<file path="config.mk">
export PLATFORM = sky130hd
export DESIGN_NAME = ps_cfg_seq
export DESIGN_NICKNAME = d
export VERILOG_FILES = /design/src/rtl/ps_cfg_pkg.sv /design/src/rtl/ps_cfg_timer.sv /design/src/rtl/ps_cfg_shifter.sv /design/src/rtl/ps_cfg_seq.sv
export SDC_FILE = /design/constraint.sdc
export NUM_CORES = 1
export LEC_CHECK = 0
export BUFFER_PORTS_ARGS = -buffer_cell sky130_fd_sc_hd__buf_2
export CAP_MARGIN = 20
export CORE_MARGIN = 5
export CORE_UTILIZATION = 63
export DETAILED_ROUTE_END_ITERATION = 8
export PLACE_DENSITY = 0.89
export SETUP_SLACK_MARGIN = 0.2
export SYNTH_ARGS = -nofsm -noshare
export SYNTH_HDL_FRONTEND = slang
export SYNTH_HIERARCHICAL = 1
export SYNTH_SLANG_ARGS = --single-unit
</file>
<file path="constraint.sdc">
create_clock -name clk -period 7.19 [get_ports clk]
set_clock_uncertainty 0.15 [all_clocks]
set_input_delay 0.3595 -clock clk [delete_from_list [all_inputs] [get_ports clk]]
set_output_delay 0.3595 -clock clk [all_outputs]
set_load 0.01 [all_outputs]
</file>
<file path="src/rtl/ps_cfg_pkg.sv">
package ps_cfg_pkg;

  typedef enum logic [2:0] {
    ERR_NONE      = 3'd0,
    ERR_PARTIAL   = 3'd1,
    ERR_NO_RESET  = 3'd2,
    ERR_NOT_READY = 3'd3,
    ERR_CFG       = 3'd4,
    ERR_NO_DONE   = 3'd5
  } err_e;

  typedef enum logic [2:0] {
    S_IDLE,
    S_PULSE,
    S_POLL,
    S_SETTLE,
    S_SHIFT,
    S_CHECK,
    S_PAD
  } seq_state_e;

  localparam int PULSE_US = 2;
  localparam int POLL_US  = 268;

  // upper bound on the time status may need to report ready
  function automatic int max_wait_us(input int profile);
    return (profile == 0) ? 1506 : 3000;
  endfunction

  // delay from status ready to the first DCLK edge
  function automatic int settle_us(input int profile);
    return (profile == 0) ? 2 : 10;
  endfunction

  function automatic logic [7:0] rev8(input logic [7:0] b);
    logic [7:0] r;
    for (int i = 0; i < 8; i++) r[i] = b[7-i];
    return r;
  endfunction

endpackage

</file>
<file path="src/rtl/ps_cfg_timer.sv">
module ps_cfg_timer #(
  parameter int W = 12
) (
  input  logic         clk,
  input  logic         rst,
  input  logic         load_i,
  input  logic [W-1:0] val_i,
  output logic         zero_o
);
  logic [W-1:0] cnt_q;

  always_ff @(posedge clk) begin
    if (rst)              cnt_q <= '0;
    else if (load_i)      cnt_q <= val_i;
    else if (cnt_q != '0) cnt_q <= cnt_q - 1'b1;
  end

  assign zero_o = (cnt_q == '0);
endmodule

</file>
<file path="src/rtl/ps_cfg_shifter.sv">
module ps_cfg_shifter #(
  parameter int HALF = 2
) (
  input  logic       clk,
  input  logic       rst,
  input  logic       load_i,
  input  logic [7:0] byte_i,
  output logic       empty_o,
  output logic       dclk_o,
  output logic       data_o
);
  localparam int PW = (HALF > 1) ? $clog2(HALF) : 1;
  localparam logic [PW-1:0] PH_RELOAD = PW'(HALF - 1);

  logic [7:0]    sreg_q;
  logic [2:0]    bit_q;
  logic [PW-1:0] ph_q;
  logic          active_q;

  always_ff @(posedge clk) begin
    if (rst) begin
      sreg_q   <= '0;
      bit_q    <= '0;
      ph_q     <= '0;
      active_q <= 1'b0;
      dclk_o   <= 1'b0;
      data_o   <= 1'b0;
    end else if (load_i) begin
      // new byte: present bit 0 while DCLK is low
      sreg_q   <= byte_i;
      data_o   <= byte_i[0];
      bit_q    <= '0;
      ph_q     <= PH_RELOAD;
      active_q <= 1'b1;
      dclk_o   <= 1'b0;
    end else if (active_q) begin
      if (ph_q != '0) begin
        ph_q <= ph_q - 1'b1;
      end else begin
        ph_q <= PH_RELOAD;
        if (!dclk_o) begin
          dclk_o <= 1'b1;
        end else begin
          // falling edge: advance data, or finish the byte
          dclk_o <= 1'b0;
          if (bit_q == 3'd7) begin
            active_q <= 1'b0;
          end else begin
            bit_q  <= bit_q + 1'b1;
            sreg_q <= sreg_q >> 1;
            data_o <= sreg_q[1];
          end
        end
      end
    end
  end

  assign empty_o = !active_q;
endmodule

</file>
<file path="src/rtl/ps_cfg_seq.sv">
module ps_cfg_seq
  import ps_cfg_pkg::*;
#(
  parameter int CLK_PER_US    = 4,
  parameter int PROFILE       = 0,
  parameter int DCLK_HALF     = 2,
  parameter bit USE_CONF_DONE = 1'b1
) (
  input  logic       clk,
  input  logic       rst,
  input  logic       start_i,
  input  logic       partial_i,
  input  logic       lsb_first_i,
  input  logic [7:0] byte_data_i,
  input  logic       byte_valid_i,
  input  logic       byte_last_i,
  output logic       byte_ready_o,
  input  logic       status_n_i,
  input  logic       conf_done_i,
  output logic       cfg_req_n_o,
  output logic       dclk_o,
  output logic       data_o,
  output logic       busy_o,
  output logic       done_o,
  output logic [2:0] err_o
);
  localparam int T_CFG_CYC  = PULSE_US * CLK_PER_US;
  localparam int POLL_CYC   = POLL_US * CLK_PER_US;
  localparam int MAX_POLLS  = (max_wait_us(PROFILE) + POLL_US - 1) / POLL_US;
  localparam int SETTLE_CYC = settle_us(PROFILE) * CLK_PER_US;
  localparam int TW         = $clog2(POLL_CYC + 1);
  localparam int PLW        = $clog2(MAX_POLLS + 1);

  seq_state_e     state_q;
  err_e           err_q;
  logic [PLW-1:0] polls_q;
  logic           lsb_q;
  logic           last_seen_q;

  logic           tmr_load;
  logic [TW-1:0]  tmr_val;
  logic           tmr_zero;
  logic           sh_load;
  logic [7:0]     sh_byte;
  logic           sh_empty;
  logic           accept;
  logic           done_ok;

  assign byte_ready_o = (state_q == S_SHIFT) && sh_empty && !last_seen_q;
  assign accept       = byte_ready_o && byte_valid_i;
  assign done_ok      = conf_done_i || !USE_CONF_DONE;
  assign err_o        = err_q;

  ps_cfg_timer #(.W(TW)) i_timer (
    .clk    (clk),
    .rst    (rst),
    .load_i (tmr_load),
    .val_i  (tmr_val),
    .zero_o (tmr_zero)
  );

  ps_cfg_shifter #(.HALF(DCLK_HALF)) i_shifter (
    .clk     (clk),
    .rst     (rst),
    .load_i  (sh_load),
    .byte_i  (sh_byte),
    .empty_o (sh_empty),
    .dclk_o  (dclk_o),
    .data_o  (data_o)
  );

  // timer reloads and shifter loads requested by the sequencer
  always_comb begin
    tmr_load = 1'b0;
    tmr_val  = '0;
    sh_load  = 1'b0;
    sh_byte  = '0;
    case (state_q)
      S_IDLE: begin
        if (start_i && !partial_i) begin
          tmr_load = 1'b1;
          tmr_val  = TW'(T_CFG_CYC - 1);
        end
      end
      S_PULSE: begin
        if (tmr_zero && !status_n_i) begin
          tmr_load = 1'b1;
          tmr_val  = TW'(POLL_CYC - 1);
        end
      end
      S_POLL: begin
        if (tmr_zero) begin
          if (status_n_i) begin
            tmr_load = 1'b1;
            tmr_val  = TW'(SETTLE_CYC - 1);
          end else if (polls_q != PLW'(MAX_POLLS - 1)) begin
            tmr_load = 1'b1;
            tmr_val  = TW'(POLL_CYC - 1);
          end
        end
      end
      S_SHIFT: begin
        if (accept) begin
          sh_load = 1'b1;
          sh_byte = lsb_q ? byte_data_i : rev8(byte_data_i);
        end
      end
      S_CHECK: begin
        if (status_n_i && done_ok) begin
          sh_load = 1'b1;
          sh_byte = 8'h00;
        end
      end
      default: ;
    endcase
  end

  always_ff @(posedge clk) begin
    if (rst) begin
      state_q     <= S_IDLE;
      err_q       <= ERR_NONE;
      polls_q     <= '0;
      lsb_q       <= 1'b0;
      last_seen_q <= 1'b0;
      cfg_req_n_o <= 1'b1;
      busy_o      <= 1'b0;
      done_o      <= 1'b0;
    end else begin
      case (state_q)
        S_IDLE: begin
          if (start_i) begin
            done_o <= 1'b0;
            if (partial_i) begin
              err_q <= ERR_PARTIAL;
            end else begin
              err_q       <= ERR_NONE;
              busy_o      <= 1'b1;
              cfg_req_n_o <= 1'b0;
              lsb_q       <= lsb_first_i;
              last_seen_q <= 1'b0;
              state_q     <= S_PULSE;
            end
          end
        end
        S_PULSE: begin
          if (tmr_zero) begin
            cfg_req_n_o <= 1'b1;
            if (status_n_i) begin
              err_q   <= ERR_NO_RESET;
              busy_o  <= 1'b0;
              state_q <= S_IDLE;
            end else begin
              polls_q <= '0;
              state_q <= S_POLL;
            end
          end
        end
        S_POLL: begin
          if (tmr_zero) begin
            if (status_n_i) begin
              state_q <= S_SETTLE;
            end else if (polls_q == PLW'(MAX_POLLS - 1)) begin
              err_q   <= ERR_NOT_READY;
              busy_o  <= 1'b0;
              state_q <= S_IDLE;
            end else begin
              polls_q <= polls_q + 1'b1;
            end
          end
        end
        S_SETTLE: begin
          if (tmr_zero) state_q <= S_SHIFT;
        end
        S_SHIFT: begin
          if (accept && byte_last_i) last_seen_q <= 1'b1;
          if (last_seen_q && sh_empty) state_q <= S_CHECK;
        end
        S_CHECK: begin
          if (!status_n_i) begin
            err_q   <= ERR_CFG;
            busy_o  <= 1'b0;
            state_q <= S_IDLE;
          end else if (!done_ok) begin
            err_q   <= ERR_NO_DONE;
            busy_o  <= 1'b0;
            state_q <= S_IDLE;
          end else begin
            state_q <= S_PAD;
          end
        end
        S_PAD: begin
          if (sh_empty) begin
            done_o  <= 1'b1;
            busy_o  <= 1'b0;
            state_q <= S_IDLE;
          end
        end
        default: state_q <= S_IDLE;
      endcase
    end
  end
endmodule

</file>
==> results.md, run 1 <==
- Worst R2R Path Depth: 10
- Sequential share of the synthesized area: 32.43%
- Gpl congestion: 0.8860
- Period minus WS final: 3.704 ns
- Min Hold Slack: 0.1640 ns
- CP delay by family, top: simple AND/OR/NAND/NOR gates
- Clk Latency, worst-skew pair: 0.29 ns
- Die height: 71.82 µm
- R2r endpoint: i_timer/cnt_q[0]$_SDFFE_PP0P_
- Ys async rst share: 0%
- Max-cap violations: 0
- Share of cells above drive strength 1: 19.05%
- First-pass GRT wire length: 7900 µm
- IO Count: 26
- Max FO, Critical Path: 15
- Worst min path class: primary input to register
- Tot GR Track Use: 18.85%
- Status: completed
- Synth Warn #: 6
- RSZ-0062 raised after global routing: no
- Diodes inserted: 0
- Worst Path Required: 7.22 ns
- CP Capture Point: i_timer/cnt_q[0]$_SDFFE_PP0P_
- H-tree depth: 2
- CP Buf/Inv Count: 2
- Drc violations: 0
- Critical path arrival: 3.73 ns
- Die width: 71.82 µm
- DP Cell Count: 334
- Post-DR wirelength/cell: 13.49 µm
- DR iter-0 viols: 159
- Worst path depth: 10
- CP Launch Point: i_timer/cnt_q[0]$_SDFFE_PP0P_
- Cell Area, Synth: 2407 µm²
- Hold Fails Final Rpt: 0
- Routed vias: 2014
- Ys flop type: dfxtp_1
- TritonCTS clock tree: yes
- Yosys top cell by area: dfxtp_1
- Post-cts hold buffer count: 0
- Synth top area share: 32.43%
- DIE AREA: 5157 µm²
- Number of standard cells after synthesis: 275
- Reg2reg start: i_timer/cnt_q[0]$_SDFFE_PP0P_
- Setup Buffers After CTS: 0
- Fmax: 270.0 MHz
- Pre-Repair DR Iteration Count: 4
- Dpl cell area: 2489 µm²
- Root Buffer: clkbuf_8
- Top post-synthesis cells by area: dfxtp_1 32%, mux2i_1 5.4%, nor2_1 5.3%, a2111oi_2 4.4%, a21oi_1 3.1%
- Utilization after layout: 69.67%
- Number of vias per cell: 5.889
- CP Capture Type: register
- Area growth syn-to-layout: 6.757%
- CP max stage delay: 0.61 ns
- Initial Util: 65.26%
- Worst vdd ir: 0.0001712 V
- Post-synth EDFFs: 0
- Final Non-Filler Cells: 342
- Slew of the pin with the lowest slew margin: 0.8662 ns
- Initial antenna violation count: 0
- Setup_tns: 0 ns
- CTS buffer count: 5
- Sink Count: 39
- CP max stage cell: or4b_1
- CTS resizes: 0
- Clock transition at path regs: 0.07 ns
- Largest net degree at the start of global routing: 38
- CTS max path bufs: 2
- Worst setup SP type: register
- Synth Register Bits: 39
- Placeable core area: 3689 µm²
- Routed Antenna Nets: 0
- Post-route cell area: 2570 µm²
- Vias in the first global route: 1856
- Final setup fails: 0
- Overflow after GRT: 0
- Final HPWL DP: 3289 µm
- Slew HR: 42.25%
- Rows: 22
- Distinct cells, synth: 63
- Flop2flop setup slack: 3.49 ns
- Period utilization: 51.51%
- Syn avg cell area: 8.754 µm²
- Nets@finish: 315
- Cell area power density: 289.9 nW/µm²
- Pleak: 0.9389 nW
- Max Slew Vio Count: 0
- Final wirelength: 4615 µm
- Critical path type: register to register
- I/O Buffers: 25
- Worst path cell trace: inv_1 -> ha_1 -> or4b_1 -> nor4_4 -> nor2b_1 -> o21ai_0 -> nand2_1 -> clkinv_1 -> and4_1 -> a311o_1
-- metal layers --
metal	GRT usage, %	vias up	share of wire, %
li1	-	1047	-
met1	22.83	934	47
met2	31.53	26	49
met3	3.647	7	2.9
met4	9.812	0	1.9
met5	0	-	0
-- cell families after synthesis --
family	count (synthesis)	share of synthesized area (%)
xor+xnor	7	2.547
buf+inv	29	6.808
compound gates	68	24.27
other cells	1	0.1558
mux	13	5.405
simple gates	113	25.78
fa+ha+maj	5	2.599
flops	39	32.43
-- worst reg2reg max path: stages, from the launching register on --
cell and delay [ns]:
dfxtp_1 0.34, inv_1 0.07, ha_1 0.19, or4b_1 0.61, nor4_4 0.59, nor2b_1 0.24, o21ai_0 0.13, nand2_1 0.36
clkinv_1 0.37, and4_1 0.28, a311o_1 0.26
-- power breakdown --
| group | switching [mW] | internal (mW) | total (mW) |
|---|---|---|---|
| Combinational | 0.167 | 0.132 | 0.299 |
| Clock | 0.0725 | 0.0680 | 0.141 |
| Sequential | 0.0537 | 0.252 | 0.306 |
-- cell usage in the layout (no fill, tap or decap), types with 2 or more instances in the layout --
cell       count
o31ai_1        3
a211o_1        2
nor4_1         2
a2111oi_2      7
or4_1          5
a2111oi_0      2
o41ai_1        2
nor2b_1        9
o21ai_0       11
ha_1           5
conb_1         5
xnor2_1        7
nor3_1        13
nand2_1       20
clkbuf_8       5
dfxtp_1       39
nand3_1        3
and2b_1        2
mux2i_1       13
o21bai_1       2
a211oi_1       3
a32oi_1        3
or3_1          4
a21oi_1       15
nand2b_1       6
inv_1          9
o221a_2        2
nor4_2         2
buf_2         25
nor2_1        34
clkbuf_1       2
-- sequential cells by signal, summed over array words and instances, names as in the netlist, 3 cells and up --
signal            count
err_o                 3
i_shifter/bit_q       3
i_shifter/sreg_q      8
i_timer/cnt_q        11
polls_q               3
state_q               3
-- synth_stat cells, types with 3 or more instances --
cell type and number:
nor2b_1 9, o21ai_0 12, ha_1 5, mux2i_1 13, inv_1 9, or4_1 5, a21oi_1 15, xnor2_1 7
a2111oi_2 7, or3_1 4, a32oi_1 3, o31ai_1 3, a211oi_1 3, clkbuf_1 7, nand2_1 20, nor3_1 13
nand3_1 3, nand2b_1 6, buf_6 3, dfxtp_1 39, nor2_1 34, buf_2 4, buf_4 3
-- how the worst min path moves through the flow --
stage | slack [ns] | start | depth (start not counted) | end
floorplan | 0.28 | rst | 1 | i_shifter/sreg_q[0]$_SDFFE_PP0P_
global placement | 0.31 | busy_o$_SDFFE_PP0P_ | 2 | busy_o$_SDFFE_PP0P_
detailed placement | 0.32 | busy_o$_SDFFE_PP0P_ | 2 | busy_o$_SDFFE_PP0P_
CTS | 0.15 | lsb_first_i | 3 | lsb_q$_SDFFE_PP0P_
global route | 0.16 | lsb_first_i | 3 | lsb_q$_SDFFE_PP0P_
finish | 0.16 | lsb_first_i | 3 | lsb_q$_SDFFE_PP0P_
-- layout make-up --
type / instances / area [µm²]
multi-input combinational: 211 / 1478
fill: 310 / 1119
sequential: 39 / 780.7
timing repair buffer: 26 / 132.6
clock buffer: 7 / 76.32
tap: 48 / 60.06
inverter: 10 / 37.54
clock inverter: 1 / 5.005
-- per-stage QoR --
stage	power, mW	setup WS (ns)
after floorplan	0.5542	4.188
after global placement	0.6007	3.633
after detailed placement	0.6067	3.532
after CTS	0.7501	3.512
after global routing	0.8006	3.223
final	0.7450	3.486
Power figures use the tool's default switching activity.
==> inputs of run 2 (changes only) <==
--- a/config.mk
+++ b/config.mk
@@ -8,9 +8,9 @@
 export BUFFER_PORTS_ARGS = -buffer_cell sky130_fd_sc_hd__buf_2
 export CAP_MARGIN = 20
 export CORE_MARGIN = 5
-export CORE_UTILIZATION = 63
+export CORE_UTILIZATION = 58
 export DETAILED_ROUTE_END_ITERATION = 8
-export PLACE_DENSITY = 0.89
+export PLACE_DENSITY = 0.83
 export SETUP_SLACK_MARGIN = 0.2
 export SYNTH_ARGS = -nofsm -noshare
 export SYNTH_HDL_FRONTEND = slang
==> constraint.sdc (replaced) <==
create_clock -name clk -period 3.84 [get_ports clk]
set_clock_uncertainty 0.15 [all_clocks]
set_input_delay 0.192 -clock clk [delete_from_list [all_inputs] [get_ports clk]]
set_output_delay 0.192 -clock clk [all_outputs]
set_load 0.01 [all_outputs]
==> run 2 against run 1 <==
Maximum frequency is 11% higher; via count up 2.6%; cell count is 1.5% higher; flip-flop and latch count did not move; routed wire length up 5.1%; sequential share of layout area fell by 0.74 points; design area increased by 2.5%; sequential power up 88%; first-iteration DRC count shrank 43%; largest power group is now combinational cells.
==> results.md, run 2 (same netlist as run 1, synthesis figures left out) <==
- I/O Buffers: 25
- Commonest non-fill, non-tap cell in the layout: dfxtp_1
- Setup Buffers After CTS: 0
- RSZ-0062 raised after global routing: no
- Initial antenna violation count: 0
- Hold Fails Final Rpt: 0
- Slew of the pin with the lowest slew margin: 0.7951 ns
- DR iter-0 viols: 91
- Fmax: 299.2 MHz
- Most frequent cells in the layout: 39 x dfxtp_1, 34 x nor2_1, 25 x buf_2
- Vias in the first global route: 1880
- Worst vdd ir: 0.0003596 V
- Area growth syn-to-layout: 9.408%
- Clk Latency, worst-skew pair: 0.30 ns
- Routed vias: 2066
- Pleak: 0.9726 nW
- Worst min path class: primary input to register
- Max FFs per register: 11
- Overflow after GRT: 0
- Rows: 23
- IO Count: 26
- CP Capture Type: register
- Max FO, Critical Path: 15
- Diodes inserted: 0
- Final setup fails: 0
- Status: completed
- Post-cts hold buffer count: 1
- Drc violations: 0
- Worst Path Required: 3.88 ns
- Die height: 74.43 µm
- Period utilization: 87.03%
- Initial Util: 60.18%
- Met1 Use GR: 24.81%
- DIE AREA: 5539 µm²
- Routed Antenna Nets: 0
- First-pass GRT wire length: 8314 µm
- Worst setup SP type: register
- Final wirelength: 4849 µm
- Slew HR: 46.99%
- TritonCTS clock tree: yes
- Pre-Repair DR Iteration Count: 4
- Share of cells above drive strength 1: 20.20%
- CTS resizes: 0
- Sink Count: 39
- Period minus WS final: 3.342 ns
- Root Buffer: clkbuf_8
- Post-DR wirelength/cell: 13.97 µm
- Gpl congestion: 0.8625
- Final HPWL DP: 3315 µm
- Clock transition at path regs: 0.08 ns
- Nets@finish: 318
- Most flops, register: i_timer/cnt_q
- Largest registers: i_timer/cnt_q x11, i_shifter/sreg_q x8
- Max Slew Vio Count: 0
- Placeable core area: 4000 µm²
- Tot GR Track Use: 18.82%
- Die width: 74.43 µm
- CTS buffer count: 5
- Critical path type: register to register
- Largest net degree at the start of global routing: 38
- Met3 Use GR: 5.270%
- Cell area power density: 575.3 nW/µm²
- Setup WS post-layout: 0.4979 ns
- Dpl ws: 0.5519 ns
- Max-cap violations: 0
- Number of vias per cell: 5.954
- GR Util met2: 29.56%
- Setup_tns: 0 ns
- Most used routing layer: met2
- CTS max path bufs: 2
- Critical path arrival: 3.38 ns
- H-tree depth: 2
[run 2: report_power, final]
part	internal (mW)	leakage, nW	total [mW]	switching, mW
Sequential	0.472	0.317	0.576	0.104
Clock	0.210	0.0612	0.361	0.150
Combinational	0.260	0.594	0.579	0.318
Total	0.942	0.973	1.52	0.573
[run 2: final timing paths]
kind / start / to / slack, ns / cells after the start
setup / recovery: i_timer/cnt_q[0]$_SDFFE_PP0P_ / i_timer/cnt_q[0]$_SDFFE_PP0P_ / 0.50 / 12
hold / removal: byte_last_i / last_seen_q$_SDFFE_PP0P_ / 0.04 / 3
setup reg to reg: i_timer/cnt_q[0]$_SDFFE_PP0P_ / i_timer/cnt_q[0]$_SDFFE_PP0P_ / 0.50 / 12
hold reg to reg: done_o$_SDFFE_PP0P_ / done_o$_SDFFE_PP0P_ / 0.34 / 2
[run 2: critical path, stage by stage, from the launching register on]
cell and delay, ns:
dfxtp_1 0.35, inv_1 0.07, ha_1 0.19, or4b_1 0.62, nor4_4 0.25, buf_4 0.22, nor2b_1 0.19, o21ai_0 0.14
nand2_1 0.09, buf_4 0.20, clkinv_1 0.26, and4_1 0.27, a311o_1 0.26
[run 2: stage by stage]
step	utilization [%]	hold WS [ns]	power (mW)	std cells	area [µm²]
6_report	65.84	0.03886	1.515	347	2634
5_1_grt	65.84	0.07205	1.610	347	2634
4_1_cts	65.84	0.03742	1.518	347	2634
3_5_place_dp	62.65	0.2823	1.157	338	2506
3_3_place_gp	62.65	0.2728	1.141	338	2506
2_1_floorplan	-	0.1109	1.038	279	2422
[run 2: metal layers]
layer / share of wire (%) / vias to the layer above
met4: 1.4 / 0
li1: - / 1046
met3: 5.1 / 7
met2: 48 / 47
met1: 46 / 966
met5: 0 / -
[run 2: area by class of cell]
cell class | count | area, µm²
Multi-Input combinational cell | 211 | 1478
Fill cell | 331 | 1366
Sequential cell | 39 | 780.7
Timing Repair Buffer | 29 | 157.7
Clock buffer | 6 | 82.58
Tap cell | 50 | 62.56
Inverter | 10 | 37.54
Clock inverter | 2 | 35.03
